## src/rtl/fmr_pkg.sv

```systemverilog
package fmr_pkg;
   // Host register offsets; the bank-1 address sits at +2 by design.
   typedef enum logic [1:0] {
      HR_ADDR_LO = 2'd0,
      HR_DATA    = 2'd1,
      HR_ADDR_HI = 2'd2,
      HR_SPARE   = 2'd3
   } host_reg_e;
endpackage

```

## src/rtl/fmr_addr_latch.sv

```systemverilog
module fmr_addr_latch
   import fmr_pkg::*;
#(
   parameter int DATA_W = 8,
   parameter int ADDR_W = 9
) (
   input  logic              clk,
   input  logic              rst_n,
   input  logic              we,
   input  host_reg_e         sel,
   input  logic [DATA_W-1:0] wdata,
   output logic [ADDR_W-1:0] addr
);
   localparam int LOW_W = ADDR_W - 1;

   always_ff @(posedge clk) begin
      if (!rst_n) begin
         addr <= '0;
      end else if (we) begin
         case (sel)
            HR_ADDR_LO: addr <= {1'b0, LOW_W'(wdata)};
            HR_ADDR_HI: addr <= {1'b1, LOW_W'(wdata)};
            default:    addr <= addr;
         endcase
      end
   end
endmodule

```

## src/rtl/fmr_commit.sv

```systemverilog
module fmr_commit #(
   parameter int DATA_W     = 8,
   parameter int ADDR_W     = 9,
   parameter bit REG_STROBE = 1'b1
) (
   input  logic              clk,
   input  logic              rst_n,
   input  logic              commit,
   input  logic [ADDR_W-1:0] addr,
   input  logic [DATA_W-1:0] wdata,
   output logic              rf_we,
   output logic [ADDR_W-1:0] rf_addr,
   output logic [DATA_W-1:0] rf_wdata
);
   generate
      if (REG_STROBE) begin : g_reg
         always_ff @(posedge clk) begin
            if (!rst_n) begin
               rf_we    <= 1'b0;
               rf_addr  <= '0;
               rf_wdata <= '0;
            end else begin
               rf_we <= commit;
               if (commit) begin
                  rf_addr  <= addr;
                  rf_wdata <= wdata;
               end
            end
         end
      end else begin : g_comb
         always_comb begin
            rf_we    = commit & rst_n;
            rf_addr  = addr;
            rf_wdata = wdata;
         end
      end
   endgenerate
endmodule

```

## src/rtl/fmr_mode_regs.sv

```systemverilog
module fmr_mode_regs #(
   parameter int              ADDR_W    = 9,
   parameter int              PAIR_BITS = 6,
   parameter logic [ADDR_W-1:0] EXT_PORT  = 9'h105,
   parameter logic [ADDR_W-1:0] PAIR_PORT = 9'h104
) (
   input  logic                 clk,
   input  logic                 rst_n,
   input  logic                 commit,
   input  logic [ADDR_W-1:0]    addr,
   input  logic [PAIR_BITS-1:0] wdata,
   output logic                 ext_mode,
   output logic [PAIR_BITS-1:0] pair_en
);
   logic                 ext_q;
   logic [PAIR_BITS-1:0] pair_q;

   always_ff @(posedge clk) begin
      if (!rst_n) begin
         ext_q  <= 1'b0;
         pair_q <= '0;
      end else if (commit) begin
         if (addr == EXT_PORT)  ext_q  <= wdata[0];
         if (addr == PAIR_PORT) pair_q <= wdata;
      end
   end

   // Pairing only takes effect in the extended mode; storage is kept raw.
   always_comb begin
      ext_mode = ext_q;
      pair_en  = ext_q ? pair_q : '0;
   end
endmodule

```

## src/rtl/fmr_slot_map.sv

```systemverilog
module fmr_slot_map #(
   parameter int NUM_CH       = 9,
   parameter int GROUP        = 3,
   parameter int STRIDE       = 8,
   parameter int CARRIER_STEP = 3,
   parameter int ADDR_W       = 9,
   parameter int CH_W         = 4
) (
   input  logic              bank,
   input  logic [CH_W-1:0]   chan,
   input  logic              carrier,
   output logic [ADDR_W-1:0] slot,
   output logic              valid
);
   localparam int OFF_W = ADDR_W - 1;

   logic [OFF_W-1:0] mod_off [NUM_CH];

   generate
      for (genvar i = 0; i < NUM_CH; i++) begin : g_tbl
         localparam int OFF = (i / GROUP) * STRIDE + (i % GROUP);
         assign mod_off[i] = OFF_W'(OFF);
      end
   endgenerate

   logic [OFF_W-1:0] sel_off;

   always_comb begin
      sel_off = '0;
      valid   = 1'b0;
      for (int i = 0; i < NUM_CH; i++) begin
         if (chan == CH_W'(i)) begin
            sel_off = mod_off[i];
            valid   = 1'b1;
         end
      end
      if (valid) begin
         slot = {bank, sel_off + (carrier ? OFF_W'(CARRIER_STEP) : '0)};
      end else begin
         slot = '0;
      end
   end
endmodule

```

## src/rtl/fm_regif.sv

```systemverilog
module fm_regif
   import fmr_pkg::*;
#(
   parameter int              DATA_W       = 8,
   parameter int              ADDR_W       = 9,
   parameter int              PAIR_BITS    = 6,
   parameter int              NUM_CH       = 9,
   parameter int              GROUP        = 3,
   parameter int              STRIDE       = 8,
   parameter int              CARRIER_STEP = 3,
   parameter bit              REG_STROBE   = 1'b1,
   parameter logic [8:0]      EXT_PORT     = 9'h105,
   parameter logic [8:0]      PAIR_PORT    = 9'h104,
   localparam int             CH_W         = $clog2(NUM_CH)
) (
   input  logic                 clk,
   input  logic                 rst_n,
   input  logic                 host_we,
   input  logic [1:0]           host_sel,
   input  logic [DATA_W-1:0]    host_wdata,
   output logic                 rf_we,
   output logic [ADDR_W-1:0]    rf_addr,
   output logic [DATA_W-1:0]    rf_wdata,
   output logic                 ext_mode,
   output logic [PAIR_BITS-1:0] pair_en,
   input  logic                 lk_bank,
   input  logic [CH_W-1:0]      lk_chan,
   input  logic                 lk_carrier,
   output logic [ADDR_W-1:0]    lk_slot,
   output logic                 lk_valid
);
   // Elaboration-time parameter checks.
   generate
      if (ADDR_W != DATA_W + 1) begin : g_bad_addr_w
         $error("fm_regif: ADDR_W must be DATA_W + 1 (two banks)");
      end
      if (PAIR_BITS > DATA_W) begin : g_bad_pair
         $error("fm_regif: PAIR_BITS must fit in one data byte");
      end
      if (ADDR_W != 9) begin : g_bad_ports
         $error("fm_regif: control port constants assume a 9-bit port space");
      end
      if ((NUM_CH - 1) / GROUP * STRIDE + GROUP - 1 + CARRIER_STEP >= 2 ** DATA_W) begin : g_bad_map
         $error("fm_regif: operator map overflows a bank");
      end
   endgenerate

   host_reg_e         sel;
   logic              commit;
   logic [ADDR_W-1:0] cur_addr;

   assign sel    = host_reg_e'(host_sel);
   assign commit = host_we && (sel == HR_DATA);

   fmr_addr_latch #(
      .DATA_W (DATA_W),
      .ADDR_W (ADDR_W)
   ) u_latch (
      .clk   (clk),
      .rst_n (rst_n),
      .we    (host_we),
      .sel   (sel),
      .wdata (host_wdata),
      .addr  (cur_addr)
   );

   fmr_commit #(
      .DATA_W     (DATA_W),
      .ADDR_W     (ADDR_W),
      .REG_STROBE (REG_STROBE)
   ) u_commit (
      .clk      (clk),
      .rst_n    (rst_n),
      .commit   (commit),
      .addr     (cur_addr),
      .wdata    (host_wdata),
      .rf_we    (rf_we),
      .rf_addr  (rf_addr),
      .rf_wdata (rf_wdata)
   );

   fmr_mode_regs #(
      .ADDR_W    (ADDR_W),
      .PAIR_BITS (PAIR_BITS),
      .EXT_PORT  (EXT_PORT),
      .PAIR_PORT (PAIR_PORT)
   ) u_mode (
      .clk      (clk),
      .rst_n    (rst_n),
      .commit   (commit),
      .addr     (cur_addr),
      .wdata    (host_wdata[PAIR_BITS-1:0]),
      .ext_mode (ext_mode),
      .pair_en  (pair_en)
   );

   fmr_slot_map #(
      .NUM_CH       (NUM_CH),
      .GROUP        (GROUP),
      .STRIDE       (STRIDE),
      .CARRIER_STEP (CARRIER_STEP),
      .ADDR_W       (ADDR_W),
      .CH_W         (CH_W)
   ) u_map (
      .bank    (lk_bank),
      .chan    (lk_chan),
      .carrier (lk_carrier),
      .slot    (lk_slot),
      .valid   (lk_valid)
   );
endmodule

```

## config.mk

```make
export PLATFORM = sky130hd
export DESIGN_NAME = fm_regif
export DESIGN_NICKNAME = d
export VERILOG_FILES = /design/src/rtl/fmr_pkg.sv /design/src/rtl/fmr_addr_latch.sv /design/src/rtl/fmr_commit.sv /design/src/rtl/fmr_mode_regs.sv /design/src/rtl/fmr_slot_map.sv /design/src/rtl/fm_regif.sv
export SDC_FILE = /design/constraint.sdc
export NUM_CORES = 1
export LEC_CHECK = 0
export BUFFER_PORTS_ARGS = -buffer_cell sky130_fd_sc_hd__buf_2
export CAP_MARGIN = 20
export CORE_AREA = 2 2 60 62
export DETAILED_ROUTE_END_ITERATION = 7
export DIE_AREA = 0 0 62 64
export GPL_TIMING_DRIVEN = 0
export PLACE_DENSITY = 0.74
export SLEW_MARGIN = 20
export SYNTH_ARGS = -nofsm -noshare
export SYNTH_HDL_FRONTEND = slang
export SYNTH_SLANG_ARGS = --single-unit
export TNS_END_PERCENT = 100
```

## constraint.sdc

```tcl
create_clock -name clk -period 2.1 [get_ports clk]
set_clock_uncertainty 0.2 [all_clocks]
set_input_delay 0.21 -clock clk [delete_from_list [all_inputs] [get_ports clk]]
set_output_delay 0.21 -clock clk [all_outputs]
set_load 0.05 [all_outputs]
```

==> flow_summary.ini <==
[timing]
tns_ns = 0
fin_crit_ns = 2.095
rsz0062_at_grt = true
setup_viol = 0
fmax_mhz = 477.3
hold_viol_final = 0
fin_ws_ns = 0.004797
slew_violations = 0
period_share_pct = 99.77

[worst_hold_path]
min_to = u_mode.pair_q[2]
hp-class = in -> reg
hold_start = rst_n
hold_depth = 3

[worst_setup_path]
arrival_ns = 1.69
slowest_stage = fa_1
timing_worst_setup_path_type = in -> out
cpPeakStageDelay_ns = 0.39
cp-start-kind = input port
r2r_slack_ns = 0.68
r2r_cells = 3
path_depth = 8
endpoint_kind = output pin
crit_required_ns = 1.69
path_cells = buf_8 > xor2_2 > mux2_4 > nor2_4 > ha_4 > fa_1 > and2_4 > buf_8
r2r_start = u_latch.addr[4]
crit_top_cell = buf_8
crit_fanout = 4
path_buf_inv = 2
path_delay_family = adder cells
r2r_end = u_mode.pair_q[0]
critPathLaunch = lk_chan[1]

[yosys]
synth-edff-count = 0
netlist.area_leader.share_pct = 43.59
synth_cell_type_count = 29
synth_seq_area_share_pct = 43.59
synth_area_leaders = dfxtp_1 (44%), nand2_1 (16%), a21boi_0 (12%), mux2i_1 (4.5%), and2_1 (4.4%)
avgSynthCellArea_sq_um = 8.627
ys_warn_count = 0
syn_inst = 181
synthTopCellsByCount = nand2_1 (65), dfxtp_1 (34), a21boi_0 (24), and2_1 (11), mux2i_1 (7)
async_reset_ff_share_pct = 0
synth_ff_type = dfxtp_1
synth_top_area_cell = dfxtp_1
syn_area_sq_um = 1561
yosys_register_bits = 34
synth_most_common_cell = nand2_1

[finish]
drive_gt1_share_pct = 29.32
fin_cells = 295
syn_to_final_growth_pct = 33.97
final_util_pct = 63.70
antenna-diode-count = 0
nets = 269

[floorplan]
die-height_um = 64
io_pins = 54
start_util_pct = 47.54
fp.dieW_um = 62
core_area_sq_um = 3284
dieArea_sq_um = 3968
rows = 21

[global_route]
grt_max_degree = 11
overflow = 0
grt_pass1_wl_um = 5354
grt_pass1_vias = 1254
grt_antenna_before_repair = 0
grt_use_total_pct = 18.35

[clocking]
cts.clk_slew.worst_paths_ns = 0.10
clk_latency_ns = 0.33
cts_buffers = 5
cts_root_buffer = clkbuf_4
cts_sinks = 34
cts_tree = done
cts_buffer_depth = 2
cts_max_level = 2

[detailed_routing]
drtPass1Iterations = 4
drt_iter0_drc = 52
viasPerCell = 4.719
wl_per_cell_um = 11.97
drcViolationCount = 0
ant_nets = 0
via_count = 1392
drt-total-wl_um = 3530

[power]
p_per_area_nw_per_um2 = 619.9
irDropWorstVdd_mv = 0.2955
p_leak_nw = 0.9654

[placed_design]
placed_cells = 277
hpwl_um = 2434
dp_slack_ns = -0.1491
place_congestion = 0.7055
portBuffers = 48

[outcome]
status = finished clean

[run]
timing.max_cap.violations = 0
-- per-layer routing --
metal / vias to the layer above / track usage [%] / wire [um]
met5: - / 0 / 0
met4: 0 / 9.574 / 63
met3: 6 / 3.846 / 219
met2: 43 / 30.47 / 1725
met1: 627 / 21.25 / 1521
li1: 716 / - / -
-- tightest hold or removal path, cell delays in order --
cell and delay (ns):
clkbuf_1 0.19, nand2_1 0.11, mux2i_1 0.05
-- state kept, by name, indices dropped and copies added (netlist names) --
signal / count
u_commit.rf_addr: 9
u_mode.pair_q: 6
u_latch.addr: 9
u_mode.ext_mode: 1
u_commit.rf_we: 1
u_commit.rf_wdata: 8
-- timing repair --
item                       CTS  global route
pin swaps                    3             2
buffers inserted             1             0
hold buffers                 9             0
gates resized for setup     13             3
setup endpoints to repair    1             2
hold endpoints to repair    24             0
-- worst max-delay path by stage --
stage / to
4_1_cts: lk_slot[1]
6_report: lk_slot[1]
3_5_place_dp: lk_slot[1]
5_1_grt: lk_slot[1]
3_3_place_gp: lk_slot[1]
2_1_floorplan: lk_slot[1]
-- power by group --
group / internal, mW / total [mW] / leakage [nW] / switching [mW]
registers: 0.660 / 0.671 / 0.276 / 0.0115
logic: 0.0962 / 0.250 / 0.654 / 0.154
clock network: 0.162 / 0.376 / 0.0353 / 0.214
total: 0.918 / 1.30 / 0.965 / 0.379
-- stage by stage --
step	cell area (sq um)	power, mW	hold WS (ns)
2_1_floorplan	1570	0.8385	0.1449
3_3_place_gp	1868	0.8952	0.2399
3_5_place_dp	1868	0.8990	0.2480
4_1_cts	2069	1.300	0.04717
5_1_grt	2092	1.352	0.07098
6_report	2092	1.297	0.06437
-- layout by cell type, fill, tap and decap left out, types with 2 or more instances in the layout --
cell / n
nand3b_1: 2
dfxtp_1: 34
a21boi_0: 24
buf_8: 2
mux2i_1: 7
buf_2: 47
clkbuf_4: 5
buf_6: 3
dlygate4sd3_1: 9
a21boi_1: 2
and2_1: 10
nand2b_1: 2
clkbuf_1: 7
buf_4: 4
nor2b_1: 2
nand2_1: 65
conb_1: 3
-- cell type report --
| cell class | instances | area, sq um |
|---|---|---|
| buffer | 13 | 87.58 |
| clock buffer | 7 | 55.05 |
| clock inverter | 1 | 5.005 |
| fill | 288 | 1192 |
| inverter | 1 | 3.754 |
| multi-input combinational | 135 | 848.3 |
| sequential | 34 | 680.7 |
| tap | 46 | 57.56 |
| timing repair buffer | 58 | 354.1 |
-- kinds of logic after synthesis --
| group | share of synthesized area [%] |
|---|---|
| and+or+nand+nor | 28.53 |
| DFF | 43.59 |
| AOI/OAI and AO/OA | 14.02 |
| buffers and inverters | 5.208 |
| muxes | 5.208 |
| adders and majority gates | 2.083 |
| xor gates and xnor gates | 1.122 |
| other | 0.2402 |
(Power assumes the default switching activity.)
